**src/rtl/baud_pkg.sv**
```systemverilog
package baud_pkg;
  typedef enum logic [1:0] {
    SEL_HIGH = 2'b00,
    SEL_LOW  = 2'b01,
    SEL_FRAC = 2'b10,
    SEL_NONE = 2'b11
  } reg_sel_e;
endpackage

```
**src/rtl/baud_regs.sv**
```systemverilog
module baud_regs #(
  parameter int BYTE_W = 8,
  parameter int DIV_W  = 13,
  parameter int FRAC_W = 5,
  localparam int HI_W  = DIV_W - BYTE_W,
  localparam int AUX_W = BYTE_W - HI_W
) (
  input  logic              clk,
  input  logic              rst_n,
  input  logic              reg_wr,
  input  logic [1:0]        reg_sel,
  input  logic [BYTE_W-1:0] reg_wdata,
  output logic [DIV_W-1:0]  sbr_q,
  output logic [HI_W-1:0]   hi_stage_q,
  output logic [FRAC_W-1:0] brfa_q,
  output logic [AUX_W-1:0]  aux_q,
  output logic              load_pulse
);
  import baud_pkg::*;

  logic wr_hi, wr_lo, wr_frac;
  assign wr_hi      = reg_wr && (reg_sel == SEL_HIGH);
  assign wr_lo      = reg_wr && (reg_sel == SEL_LOW);
  assign wr_frac    = reg_wr && (reg_sel == SEL_FRAC);
  assign load_pulse = wr_lo;

  always_ff @(posedge clk) begin
    if (!rst_n) begin
      sbr_q      <= '0;
      hi_stage_q <= '0;
      brfa_q     <= '0;
      aux_q      <= '0;
    end else begin
      if (wr_hi) begin
        hi_stage_q <= reg_wdata[HI_W-1:0];
        aux_q      <= reg_wdata[BYTE_W-1:HI_W];
      end
      if (wr_lo)   sbr_q  <= {hi_stage_q, reg_wdata};
      if (wr_frac) brfa_q <= reg_wdata[FRAC_W-1:0];
    end
  end
endmodule

```
**src/rtl/baud_stretch.sv**
```systemverilog
module baud_stretch #(
  parameter int FRAC_W = 5,
  localparam int PROD_W = 2 * FRAC_W + 1
) (
  input  logic [FRAC_W-1:0] win_idx,
  input  logic [FRAC_W-1:0] brfa,
  output logic              stretch
);
  logic [PROD_W-1:0] cur_p, nxt_p;

  always_comb begin
    cur_p   = PROD_W'(win_idx) * PROD_W'(brfa);
    nxt_p   = cur_p + PROD_W'(brfa);
    stretch = (nxt_p >> FRAC_W) != (cur_p >> FRAC_W);
  end
endmodule

```
**src/rtl/baud_divider.sv**
```systemverilog
module baud_divider #(
  parameter int DIV_W  = 13,
  parameter int FRAC_W = 5,
  parameter int OSR    = 16,
  localparam int CNT_W = DIV_W + 1,
  localparam int PH_W  = $clog2(OSR)
) (
  input  logic              clk,
  input  logic              rst_n,
  input  logic              clear,
  input  logic [DIV_W-1:0]  sbr,
  input  logic [FRAC_W-1:0] brfa,
  output logic              tick_q,
  output logic              bit_q
);
  logic [CNT_W-1:0]  cnt_q;
  logic [FRAC_W-1:0] win_q;
  logic [PH_W-1:0]   phase_q;
  logic              stretch;
  logic [CNT_W-1:0]  last_cnt;

  baud_stretch #(.FRAC_W(FRAC_W)) u_stretch (
    .win_idx (win_q),
    .brfa    (brfa),
    .stretch (stretch)
  );

  assign last_cnt = CNT_W'(sbr) + CNT_W'(stretch) - CNT_W'(1);

  always_ff @(posedge clk) begin
    if (!rst_n || clear || (sbr == '0)) begin
      cnt_q   <= '0;
      win_q   <= '0;
      phase_q <= '0;
      tick_q  <= 1'b0;
      bit_q   <= 1'b0;
    end else if (cnt_q >= last_cnt) begin
      cnt_q   <= '0;
      win_q   <= win_q + 1'b1;
      phase_q <= (phase_q == PH_W'(OSR - 1)) ? '0 : phase_q + 1'b1;
      tick_q  <= 1'b1;
      bit_q   <= (phase_q == PH_W'(OSR - 1));
    end else begin
      cnt_q  <= cnt_q + 1'b1;
      tick_q <= 1'b0;
      bit_q  <= 1'b0;
    end
  end
endmodule

```
**src/rtl/frac_baud_gen.sv**
```systemverilog
module frac_baud_gen #(
  parameter int BYTE_W = 8,
  parameter int DIV_W  = 13,
  parameter int FRAC_W = 5,
  parameter int OSR    = 16,
  localparam int HI_W  = DIV_W - BYTE_W,
  localparam int AUX_W = BYTE_W - HI_W
) (
  input  logic              clk,
  input  logic              rst_n,
  input  logic              reg_wr,
  input  logic [1:0]        reg_sel,
  input  logic [BYTE_W-1:0] reg_wdata,
  input  logic              restart,
  output logic              sample_en,
  output logic              bit_en,
  output logic [AUX_W-1:0]  aux_en
);
  logic [DIV_W-1:0]  sbr_q;
  logic [HI_W-1:0]   hi_stage_q;
  logic [FRAC_W-1:0] brfa_q;
  logic              load_pulse;

  baud_regs #(.BYTE_W(BYTE_W), .DIV_W(DIV_W), .FRAC_W(FRAC_W)) u_regs (
    .clk        (clk),
    .rst_n      (rst_n),
    .reg_wr     (reg_wr),
    .reg_sel    (reg_sel),
    .reg_wdata  (reg_wdata),
    .sbr_q      (sbr_q),
    .hi_stage_q (hi_stage_q),
    .brfa_q     (brfa_q),
    .aux_q      (aux_en),
    .load_pulse (load_pulse)
  );

  baud_divider #(.DIV_W(DIV_W), .FRAC_W(FRAC_W), .OSR(OSR)) u_div (
    .clk    (clk),
    .rst_n  (rst_n),
    .clear  (restart || load_pulse),
    .sbr    (sbr_q),
    .brfa   (brfa_q),
    .tick_q (sample_en),
    .bit_q  (bit_en)
  );
endmodule

```
**config.mk**
```make
export PLATFORM = sky130hd
export DESIGN_NAME = frac_baud_gen
export DESIGN_NICKNAME = d
export VERILOG_FILES = /design/src/rtl/baud_pkg.sv /design/src/rtl/baud_regs.sv /design/src/rtl/baud_stretch.sv /design/src/rtl/baud_divider.sv /design/src/rtl/frac_baud_gen.sv
export SDC_FILE = /design/constraint.sdc
export NUM_CORES = 1
export LEC_CHECK = 0
export BUFFER_PORTS_ARGS = -buffer_cell sky130_fd_sc_hd__buf_2
export CAP_MARGIN = 20
export CORE_UTILIZATION = 63
export CTS_BUF_LIST = sky130_fd_sc_hd__clkbuf_4 sky130_fd_sc_hd__clkbuf_8
export DETAILED_ROUTE_END_ITERATION = 12
export GPL_TIMING_DRIVEN = 0
export PLACE_DENSITY = 0.82
export RECOVER_POWER = 50
export SLEW_MARGIN = 30
export SYNTH_ARGS = -nofsm -noshare
export SYNTH_HDL_FRONTEND = slang
export SYNTH_SLANG_ARGS = --single-unit
```
**constraint.sdc**
```tcl
create_clock -name clk -period 6.3 [get_ports clk]
set_input_delay 0.63 -clock clk [delete_from_list [all_inputs] [get_ports clk]]
set_output_delay 0.63 -clock clk [all_outputs]
set_load 0.005 [all_outputs]
```
; ---- Word-level counts from Yosys, hierarchy flattened
; Index checks and enable logic that the tools add are counted.
[totals]
register_bits = 51
input_bits = 14
wordCells = 35
[classes]
add_sub_neg = 6
multipliers = 1
magnitude_cmp = 1
eq_ne = 4
mux = 2
bitwise = 1
reduce_logical = 11
[op_table]
columns = cell, count
row1 = $add A13 B1 Y14, 1
row2 = $add A14 B1 Y14 const B, 1
row3 = $ge A14 B14 Y1, 1
row4 = $sub A14 B1 Y14 const B, 1
row5 = $logic_not A13 Y1, 1
row6 = $add A10 B5 Y11, 1
row7 = $mul A5 B5 Y10, 1
row8 = $ne A6 B5 Y1, 1
row9 = $add A5 B1 Y5 const B, 1
row10 = $add A4 B1 Y4 const B, 1
row11 = $eq A4 B4 Y1 const B, 1
row12 = $mux W4, 1
row13 = $reduce_or A2 Y1, 2
row14 = $logic_and A1 B1 Y1, 3
row15 = $logic_or A1 B1 Y1, 3
row16 = $eq A2 B1 Y1 const B, 1
row17 = $eq A2 B2 Y1 const B, 1
row18 = $logic_not A2 Y1, 1
row19 = $logic_not A1 Y1, 1
row20 = $mux W1, 1
row21 = $not A1 Y1, 1

; ---- Longest topological paths before layout
; Gate-level depths: netlist of run 1.
[depth]
word_depth = 8
ltp_mapped = 24
depth_no_buf = 22

; ---- Cells and area by module
; A second synthesis of run 1 with hierarchy kept.
[hier_totals]
hier_cells = 348
area_unflattened_um2 = 3089.2
[modules_own_cells]
columns = module, n_inst, cells_per_inst, area_per_inst_um2, seq_area_each_um2
row1 = baud_divider, 1, 208, 1705.4, 500.5
row2 = baud_regs, 1, 96, 998.5, 520.5
row3 = baud_stretch, 1, 43, 379.1, 0.0
row4 = frac_baud_gen, 1, 1, 6.3, 0.0

; ---- Worst setup path before layout of run 1
; Ideal clock, no wire load.
[synth_path]
path_kind = flip-flop to flip-flop
start = reg u_div.win_q[0]
end = reg u_div.cnt_q[1]
setup_time_ps = 115
arrival_ps = 5635
required_time_ps = 6185
setup_slack_ps = 550
path_stages_with_launch = 24
path_buffers = 2
cell_sequence = dfxtp_1 clkbuf_1 nand2_1 fa_1 fa_1 fa_1 inv_1 ha_1 xnor2_1 ha_1 a21oi_1 ha_1 or3b_4 or3_4 nor4_4 nand2b_1 xor2_1 ha_1 nand4_1 a211oi_2 inv_1 o21a_1 buf_2 and3_1
[synth_between]
elab_chain_len = 7
[synth_lines]
columns = element, line_no
row1 = start: declaration, baud_divider.sv:17  ; logic [FRAC_W-1:0] win_q;
row2 = start signal: assignment, baud_divider.sv:39  ; win_q <= win_q + 1'b1;
row3 = $mul A5 B5 Y10 *, baud_stretch.sv:12  ; cur_p = PROD_W'(win_idx) * PROD_W'(brfa);
row4 = $add A10 B5 Y11, baud_stretch.sv:13  ; nxt_p = cur_p + PROD_W'(brfa);
row5 = $ne A6 B5 Y1 *, baud_stretch.sv:14  ; stretch = (nxt_p >> FRAC_W) != (cur_p >> FRAC_W);
row6 = $add A13 B1 Y14 *, baud_divider.sv:28  ; assign last_cnt = CNT_W'(sbr) + CNT_W'(stretch) - CNT_W'(1);
row7 = $sub A14 B1 Y14 *, baud_divider.sv:28
row8 = $ge A14 B14 Y1 *, baud_divider.sv:37  ; end else if (cnt_q >= last_cnt) begin
row9 = $reduce_or A2 Y1 (no source line) *, -
row10 = end signal: assignment, baud_divider.sv:44  ; cnt_q <= cnt_q + 1'b1;
row11 = end: declaration, baud_divider.sv:16  ; logic [CNT_W-1:0] cnt_q;
; Every way passes the cells marked *; elsewhere a longest branch is shown, timed or not.
; A chain may end at the register's enable or synchronous reset.

; ---- Final worst setup path of run 1
[layout_path]
start = reg u_div.win_q[2]
end = reg u_div.win_q[1]
[layout_between]
elab_chain_len = 6
[layout_lines]
columns = element, line_no
row1 = $mul A5 B5 Y10 *, baud_stretch.sv:12
row2 = $add A10 B5 Y11, baud_stretch.sv:13
row3 = $ne A6 B5 Y1 *, baud_stretch.sv:14
row4 = $add A13 B1 Y14 *, baud_divider.sv:28
row5 = $sub A14 B1 Y14 *, baud_divider.sv:28
row6 = $ge A14 B14 Y1 *, baud_divider.sv:37
; Marks and branches as above.

==> metrics.md, run 1 <==
| Metric | Value |
|---|---|
| CTS Hold Bufs | `0` |
| Compound-cell area share of the yosys netlist | `0.09516` |
| Sequential fraction of the synthesis area | `0.3347` |
| Flops & latches, synth | `51` |
| Ys async rst share | `0` |
| Num CTS Buffers | `5` |
| First-pass GRT wire length | `9839 um` |
| Cell area after synthesis | `3050 um2` |
| Initial core utilization | `0.6772` |
| Final GP Congestion | `0.8043` |
| Vias per inst | `5.601` |
| Tightest Pin Transition | `0.5426 ns` |
| Die W | `71.59 um` |
| Pwr Total | `0.6723 mW` |
| R2r setup slk | `0.25 ns` |
| Uppermost layer routed | `met4` |
| Post-layout util | `0.7586` |
| Number of global-route vias before repair | `2226` |
| Setup violators final | `0` |
| Adder-Cell Fraction of Synth Area | `0.1559` |
| Status | `completed` |
| Hold Path Class | `reg2reg` |
| Cells after synthesis | `342` |
| Critical path arrival | `6.28 ns` |
| Final period utilization | `0.9611` |
| Mux share of post-synthesis cell area | `0.06891` |
| # DRC | `0` |
| Clock sinks | `51` |
| Via count | `2375` |
| Critical Path RT | `6.53 ns` |
| Fraction of layout cells with a size suffix above 1 | `0.1344` |
| Slew headroom | `0.6383` |
| Total GRT Usage | `0.2424` |
| Row count | `24` |
| Commonest non-fill, non-tap cell in the layout | `nand2_1` |
| FMAX | `165.2 MHz` |
| Mapped Nets | `391` |
| Skew-Pair Late Insertion Delay | `0.30 ns` |
| Crit path kind | `reg2reg` |
| Clock transition at the registers of the reported paths | `0.09 ns` |
| Antenna viol nets, final | `0` |
| Antenna violations before repair | `0` |
| Worst VDD drop | `0.1601 mV` |
| Yosys cell types | `45` |
| Max Cap Viol | `0` |
| Pwr Density | `196.8 nW/um2` |
| Largest net degree at the start of global routing | `17` |
| WL per Instance | `13.81 um` |
| Ports | `19` |
| Die Y-Extent | `71.59 um` |
| DIE AREA | `5124 um2` |
| Area grow syn2layout | `12.02%` |
| Global route overflow | `0` |
| Diode count | `0` |
| Met1 wire length | `2712 um` |
| Wire length on met3 | `176 um` |
| Static Leak | `1.448 nW` |
| EDFF count, synth | `0` |
| Maximum buffer depth of the clock tree | `2` |
| Main synth FF type | `dfxtp_1` |
| Critical path endpoint category | `flip-flop` |
| Hold Vio Cnt, Final | `0` |
| CORE AREA | `4504 um2` |
| Met2 Routed Length | `2768 um` |
| Most frequent cells in the layout | `nand2_1 (58), dfxtp_1 (49), ha_1 (30)` |
| Fill count | `314` |
| Clock Tree Root | `clkbuf_8` |
| Largest family of logic cells by synthesized area | `simple AND/OR/NAND/NOR gates` |
| CP Launch Type | `flip-flop` |
| Syn Area/Cell | `8.919 um2` |
| IO Port Bufs | `18` |
| Post-Synth Simple-Gate Area | `0.2428` |
| Pre-antenna DRT Iters | `4` |
| CTS tree | `built` |
| Clk_skew | `0.003519 ns` |
| Drt first-iter violations | `111` |
| Slew Limit Fails | `0` |
| Post-DP HPWL | `4333 um` |
| Min Tclk post-route | `6.055 ns` |
| Maximum fanout along the worst path | `8` |
| DRT Wirelength | `5854 um` |
| Synth Area in XOR/XNOR | `0.06604` |
| Yosys warns | `0` |
| H-tree depth | `2` |
| Nets | `420` |
==> through the flow <==
| stage | std cells | setup TNS, ns | hold WS (ns) | cell area, um2 | setup slack [ns] |
|---|---|---|---|---|---|
| after floorplan | 342 | 0 | 0.4373 | 3050 | 0.5495 |
| after global placement | 412 | -0.1593 | 0.4511 | 3206 | -0.02135 |
| after detailed placement | 412 | -1.383 | 0.4579 | 3206 | -0.1107 |
| after CTS | 419 | 0 | 0.4752 | 3349 | 0.05442 |
| after global routing | 424 | -0.5844 | 0.4925 | 3417 | -0.04726 |
| final | 424 | 0 | 0.4716 | 3417 | 0.2452 |
==> final cells by class <==
| cell class | instances | area (um2) | area share |
|---|---|---|---|
| multi-input combinational | 265 | 1947 | 0.5698 |
| tap | 52 | 65.06 | 0.01904 |
| sequential | 51 | 1026 | 0.3003 |
| buffer | 12 | 68.82 | 0.02014 |
| clock inverter | 3 | 67.56 | 0.01977 |
| clock buffer | 5 | 68.82 | 0.02014 |
| timing repair buffer | 23 | 125.1 | 0.03662 |
| inverter | 13 | 48.80 | 0.01428 |
==> Yosys cell counts, types with 9 or more instances <==
master | instances | area share
ha_1 | 30 | 0.12
nand2_1 | 58 | 0.071
inv_1 | 13 | 0.016
xor2_1 | 14 | 0.040
a21boi_0 | 14 | 0.034
nand3_1 | 10 | 0.016
mux2i_1 | 21 | 0.069
nor2b_1 | 14 | 0.029
and2_1 | 9 | 0.018
nor2_1 | 19 | 0.023
dfxtp_1 | 51 | 0.33
xnor2_1 | 9 | 0.026
==> cells by family after synthesis <==
logic type / Yosys count
AOI/OAI and AO/OA: 41
xor gates and xnor gates: 23
adders and majority gates: 35
buffers and inverters: 26
DFF: 51
muxes: 21
and+or+nand+nor: 145
==> critical path, cell delays in order, from the launching register on <==
cell,delay [ns]
dfxtp_1,0.35
buf_6,0.13
nand2_1,0.06
fa_1,0.46
fa_1,0.51
fa_1,0.57
inv_1,0.05
ha_1,0.30
xnor2_1,0.14
ha_1,0.29
a21oi_2,0.13
ha_1,0.17
or3b_4,0.39
or3_4,0.37
nor4_4,0.27
buf_4,0.16
and2b_1,0.12
xnor2_1,0.11
ha_1,0.26
a21oi_1,0.19
o21bai_2,0.13
nor2_2,0.24
o21a_1,0.17
buf_2,0.22
mux2i_1,0.21
==> what timing repair did <==
item,in CTS,in global routing
pin swaps,0,6
endpoints found under the setup margin,18,25
gates resized for setup,2,17
cloned,0,0
buffers inserted,0,5
==> registers in the layout (all words and copies together) (netlist names) <==
signal	flops
u_div.bit_q	1
u_div.cnt_q	14
u_regs.brfa_q	5
u_regs.hi_stage_q	5
u_div.win_q	5
u_regs.aux_q	3
u_div.phase_q	4
u_regs.sbr_q	13
u_div.tick_q	1
==> routing by layer <==
layer / up-vias / GRT usage
met1: 1081 / 0.3107
met2: 61 / 0.4032
li1: 1215 / -
met5: - / 0
met4: 0 / 0.1068
met3: 18 / 0.04219
==> report_power, final <==
part           internal, mW  leakage, nW  switching (mW)
Sequential            0.327        0.414         0.00572
Clock                 0.158       0.0644           0.108
Combinational        0.0345        0.970          0.0392
==> worst paths after layout <==
path / end / cells after the start / startpoint
worst min-delay path: u_regs.sbr_q[9] / 2 / u_regs.hi_stage_q[1]
worst max-delay path: u_div.win_q[1] / 24 / u_div.win_q[2]
worst max register to register: u_div.win_q[1] / 24 / u_div.win_q[2]
worst min register to register: u_regs.sbr_q[9] / 2 / u_regs.hi_stage_q[1]
No activity file was read; power rests on OpenSTA's default activity.
==> run 2: changes to the inputs <==
CORE_UTILIZATION = 60   (was 63)
PLACE_DENSITY = 0.79   (was 0.82)
==> run 2 against run 1 <==
Compared with the run above: count of clock-buffer cells in the layout is the same; global-route usage down 1.3 points; critical path type unchanged; die area up 4.8%.
==> metrics.md, run 2 (same netlist as run 1, synthesis figures left out) <==
| Metric | Value |
|---|---|
| Status | `completed` |
| Post-DP HPWL | `4243 um` |
| Worst VDD drop | `0.1746 mV` |
| Drt first-iter violations | `59` |
| Global route overflow | `0` |
| Largest regs | `u_div.cnt_q x14, u_regs.sbr_q x13` |
| Maximum fanout along the worst path | `8` |
| Row count | `25` |
| CP Launch Type | `flip-flop` |
| Hold Vio Cnt, Final | `0` |
| Pwr Density | `180.0 nW/um2` |
| Worst reg2reg startpoint | `u_div.win_q[2]` |
| Clk pwr share | `0.333` |
| Biggest register | `u_div.cnt_q` |
| Most frequent cells in the layout | `nand2_1 (58), dfxtp_1 (49), ha_1 (30)` |
| Die W | `73.30 um` |
| Largest net degree at the start of global routing | `19` |
| Nets | `418` |
| Commonest non-fill, non-tap cell in the layout | `nand2_1` |
| DRT Wirelength | `5595 um` |
| Critical path endpoint category | `flip-flop` |
| Vias per inst | `5.336` |
| First-pass GRT wire length | `9639 um` |
| Combinational share of power | `0.120` |
| Min Tclk post-route | `6.092 ns` |
| Area grow syn2layout | `10.71%` |
| Final period utilization | `0.9669` |
| Antenna viol nets, final | `0` |
| Die Y-Extent | `73.30 um` |
| Reg power frac | `0.546` |
| Hold Startpoint | `u_regs.hi_stage_q[4]` |
| Num CTS Buffers | `5` |
| # DRC | `0` |
| Diode count | `0` |
| CTS tree | `built` |
| Initial core utilization | `0.6332` |
| Skew-Pair Late Insertion Delay | `0.31 ns` |
| Fraction of layout cells with a size suffix above 1 | `0.1216` |
| Crit path kind | `reg2reg` |
| Setup violators final | `0` |
| Internal power | `0.4435 mW` |
| Max Cap Viol | `0` |
| Critical path arrival | `6.33 ns` |
| Clock sinks | `51` |
| Total GRT Usage | `0.2295` |
| Pwr Total | `0.6079 mW` |
| Largest register FFs | `14` |
| Via count | `2332` |
| Critical Path RT | `6.54 ns` |
| Final GP Congestion | `0.7788` |
| FMAX | `164.2 MHz` |
| Net Sw Frac | `0.2706` |
| WL per Instance | `12.80 um` |
| Clk_skew | `0.01244 ns` |
| Post-layout util | `0.7010` |
| H-tree depth | `2` |
| Number of global-route vias before repair | `2165` |
| Tightest Pin Transition | `0.5252 ns` |
| Antenna violations before repair | `0` |
| CP startpoint | `u_div.win_q[2]` |
| CORE AREA | `4817 um2` |
| Net Sw Power | `0.1645 mW` |
| Pre-antenna DRT Iters | `4` |
| Static Leak | `1.405 nW` |
| Hold Path Class | `reg2reg` |
| Slew headroom | `0.6499` |
| Clock Tree Root | `clkbuf_8` |
| IO Port Bufs | `18` |
| Ports | `19` |
| Slew Limit Fails | `0` |
| Clock transition at the registers of the reported paths | `0.11 ns` |
| Maximum buffer depth of the clock tree | `2` |
| DIE AREA | `5373 um2` |
## run 2: path summary, 6_finish.rpt
path | end | slack, ns | cells after the start
hold reg to reg | u_regs.sbr_q[12] | 0.47 | 2
hold / removal | u_regs.sbr_q[12] | 0.47 | 2
setup reg to reg | u_div.win_q[1] | 0.21 | 24
setup / recovery | u_div.win_q[1] | 0.21 | 24
## run 2: per-stage QoR
stage	setup WS [ns]	setup TNS (ns)	instances	hold slack [ns]	area, um2
CTS	0.06101	0	434	0.4772	3324
finish	0.2083	0	437	0.4750	3377
global route	-0.05034	-0.1938	437	0.4932	3377
global placement	-0.03062	-0.2664	427	0.4500	3224
detailed placement	-0.1159	-1.289	427	0.4579	3224
floorplan	0.5495	0	342	0.4373	3050
## run 2: repair_timing
item / in CTS / in global routing
pin swaps: 0 / 7
gates cloned: 0 / 0
resized for setup: 2 / 16
endpoints found under the setup margin: 19 / 25
hold buffers: 0 / 0
buffers inserted: 0 / 3
## run 2: area by class of cell
| cell class | count | area (um2) |
|---|---|---|
| clock buffers | 5 | 68.82 |
| inverters | 13 | 48.80 |
| plain buffers | 12 | 65.06 |
| clock inverters | 3 | 27.53 |
| fillers | 402 | 1440 |
| flip-flops and latches | 51 | 1028 |
| repair buffers | 21 | 106.4 |
| multi-input cells | 265 | 1948 |
| well taps | 67 | 83.83 |
## run 2: power by group through the flow
stage                     combinational, mW  sequential [mW]  clock (mW)
after floorplan                      0.0522            0.339           0
after global placement               0.0676            0.340           0
after detailed placement             0.0703            0.340           0
after CTS                            0.0716            0.333       0.206
after global routing                 0.0826            0.333       0.219
final                                0.0731            0.332       0.203
## run 2: worst max-delay path: stages, from the launching register on
cell and delay, ns:
dfxtp_1 0.34, clkbuf_4 0.18, nand2_1 0.07, fa_1 0.50, fa_1 0.44, fa_1 0.56
inv_1 0.05, ha_1 0.30, xnor2_1 0.13, ha_1 0.28, a21oi_2 0.13, ha_1 0.17
or3b_4 0.39, or3_4 0.37, nor4_4 0.29, buf_4 0.16, and2b_1 0.12, xnor2_1 0.12
ha_1 0.27, a21oi_1 0.22, o21bai_2 0.13, nor2_2 0.23, o21a_1 0.16, buf_2 0.21
mux2i_1 0.20
## run 2: layer usage
metal | vias up | track usage | routed length (um) | part of all wire
met3 | 6 | 0.04115 | 107 | 0.019
met2 | 27 | 0.3961 | 2696 | 0.48
met4 | 0 | 0.06197 | 65 | 0.012
met1 | 1080 | 0.2958 | 2726 | 0.49
met5 | - | 0 | 0 | 0
li1 | 1219 | - | - | -
==> run 3: changes to the inputs <==
BUFFER_PORTS_ARGS = -buffer_cell sky130_fd_sc_hd__buf_4   (was -buffer_cell sky130_fd_sc_hd__buf_2)
==> run 3 against run 2 <==
Compared with the run above: die area is the same; worst setup slack gained 0.062 ns; count of clock-buffer cells in the layout unchanged; clock power is essentially flat; via count grew 0.77%; sequential share of layout area is 0.47 points lower; clock skew decreased by 0.0049 ns; cell area is 1.1% higher; combinational power up 0.5%; critical endpoint is now u_div.cnt_q[1]; largest power group unchanged.
==> metrics.md, run 3 (same netlist as run 1, synthesis figures left out) <==
| Metric | Value |
|---|---|
| Antenna violations before repair | `0` |
| Ports | `19` |
| Crit path kind | `reg2reg` |
| Maximum buffer depth of the clock tree | `2` |
| Via count | `2350` |
| Die W | `73.30 um` |
| Static Leak | `1.418 nW` |
| Row count | `25` |
| Clk_skew | `0.007556 ns` |
| WP buf/inv | `4` |
| Delay-heaviest family, CP | `adder cells` |
| Drt first-iter violations | `74` |
| Reg power frac | `0.548` |
| Non-filler cells, final | `435` |
| Register-to-Register Path Depth | `23` |
| Total GRT Usage | `0.2435` |
| Slew Limit Fails | `0` |
| Global route overflow | `0` |
| Die Y-Extent | `73.30 um` |
| DP Worst Slack | `-0.1095 ns` |
| Critical path endpoint category | `flip-flop` |
| Biggest register | `u_div.cnt_q` |
| Tightest Pin Transition | `0.5322 ns` |
| CP Launch Type | `flip-flop` |
| WL per Instance | `13.17 um` |
| Hold Startpoint | `u_regs.hi_stage_q[4]` |
| DIE AREA | `5373 um2` |
| Min Tclk post-route | `6.029 ns` |
| Status | `completed` |
| Final period utilization | `0.9570` |
| Fraction of layout cells with a size suffix above 1 | `0.1223` |
| Skew-Pair Late Insertion Delay | `0.31 ns` |
| Crit path largest cell delay | `0.56 ns` |
| Fill count | `419` |
| Storage cell area | `1023 um2` |
| Area grow syn2layout | `11.89%` |
| Critical path arrival | `6.24 ns` |
| Hold Path Class | `reg2reg` |
| Final GP Congestion | `0.8016` |
| First-pass GRT wire length | `10180 um` |
| Antenna viol nets, final | `0` |
| Placed insts | `427` |
| IO Port Bufs | `18` |
| Num CTS Buffers | `5` |
| Max Cap Viol | `0` |
| Setup TNS Final | `0 ns` |
| Net Sw Frac | `0.2672` |
| Net Sw Power | `0.1623 mW` |
| Commonest non-fill, non-tap cell in the layout | `nand2_1` |
| Cell area after layout | `3413 um2` |
| Top cell by count, worst path | `ha_1` |
| Largest net degree at the start of global routing | `19` |
| Initial core utilization | `0.6332` |
| DRT Wirelength | `5728 um` |
| Worst VDD drop | `0.1420 mV` |
| Pwr Density | `177.9 nW/um2` |
| CORE AREA | `4817 um2` |
| Slowest-stage cell, CP | `fa_1` |
| Combinational share of power | `0.121` |
| CTS tree | `built` |
| Post-DP HPWL | `4442 um` |
| Clock transition at the registers of the reported paths | `0.10 ns` |
| Clk pwr share | `0.331` |
| Pre-antenna DRT Iters | `4` |
| Critical Path RT | `6.51 ns` |
| Worst path cell trace | `clkbuf_4 > nand2_1 > fa_1 > fa_1 > fa_1 > inv_1 > ha_1 > xnor2_1 > ha_1 > a21oi_1 > ha_1 > or3b_4 > or3_4 > nor4_4 > nand2b_1 > xor2_1 > ha_1 > nand4_1 > a211oi_4 > inv_1 > o21a_1 > buf_2 > and3_1` |
| Maximum fanout along the worst path | `8` |
| Number of global-route vias before repair | `2298` |
| Worst setup margin | `0.2708 ns` |
| R2r setup slk | `0.27 ns` |
| Crit path depth | `23` |
| Hold Vio Cnt, Final | `0` |
| Post-DP Area | `3269 um2` |
| CP startpoint | `u_div.win_q[2]` |
| Largest regs | `u_div.cnt_q x14, u_regs.sbr_q x13` |
| Slew headroom | `0.6452` |
| Nets | `416` |
| Largest register FFs | `14` |
| Multi-input gate area | `1957 um2` |
| Clock sinks | `51` |
| H-tree depth | `2` |
| # DRC | `0` |
| Vias per inst | `5.402` |
| Diode count | `0` |
| Worst reg2reg startpoint | `u_div.win_q[2]` |
| Post-layout util | `0.7086` |
| RR Endpoint | `u_div.cnt_q[1]` |
| FMAX | `165.9 MHz` |
| Clock Tree Root | `clkbuf_8` |
| Worst setup path endpoint | `u_div.cnt_q[1]` |
| Internal power | `0.4449 mW` |
| Most frequent cells in the layout | `nand2_1 (58), dfxtp_1 (49), ha_1 (30)` |
| Setup violators final | `0` |
## run 3: cell types whose count changed in the layout (fill, tap and decap cells not counted), moves of 2 or more
cell	delta
dfxtp_2	+2
clkbuf_1	-4
buf_2	-13
dfxtp_4	-2
buf_4	+10
clkbuf_4	+5
## run 3: worst reg2reg max path, delay by kind of cell (launching register included)
family,cells,cell delay [ns]
simple gates,7,1.54
fa+ha+maj,7,2.59
compound gates,3,0.60
buf+inv,4,0.52
xor+xnor,2,0.34
flops,1,0.35
## run 3: cell type report
type,count,share of cell area
multi-input combinational,265,0.5733
sequential,51,0.2999
timing repair buffer,19,0.04069
tap,67,0.02456
clock buffer,5,0.02016
buffer,12,0.01906
inverter,13,0.01430
clock inverter,3,0.008065
## run 3: timing repair
action / 4_1_cts / 5_1_grt
hold buffers: 0 / 0
setup endpoints to repair: 20 / 22
buffers inserted: 1 / 0
gates resized for setup: 3 / 14
pin swaps: 1 / 2
## run 3: stage by stage
step,power [mW],hold WS (ns)
floorplan,0.3912,0.4373
global placement,0.4104,0.4543
detailed placement,0.4137,0.4603
CTS,0.6141,0.4785
global route,0.6399,0.5073
finish,0.6072,0.4762
## run 3: worst min path at each step
stage                                   to  slack, ns  depth (start not counted)
after global placement    u_regs.sbr_q[12]       0.45                          2
final                     u_regs.sbr_q[12]       0.48                          2
after floorplan             u_div.cnt_q[0]       0.44                          1
after detailed placement    u_div.win_q[4]       0.46                          2
after global routing        u_div.win_q[4]       0.51                          2
after CTS                   u_div.win_q[4]       0.48                          2
## run 3: power groups by stage
stage	combinational, mW	sequential, mW	clock (mW)
finish	0.0735	0.333	0.201
global route	0.0833	0.334	0.223
CTS	0.0744	0.333	0.207
detailed placement	0.0733	0.340	0
global placement	0.0702	0.340	0
floorplan	0.0522	0.339	0
## run 3: per-layer routing
| layer | GRT usage | up-vias | share of wire |
|---|---|---|---|
| li1 | - | 1212 | - |
| met1 | 0.3092 | 1085 | 0.47 |
| met2 | 0.4074 | 41 | 0.47 |
| met3 | 0.04527 | 12 | 0.033 |
| met4 | 0.1004 | 0 | 0.027 |
| met5 | 0 | - | 0 |
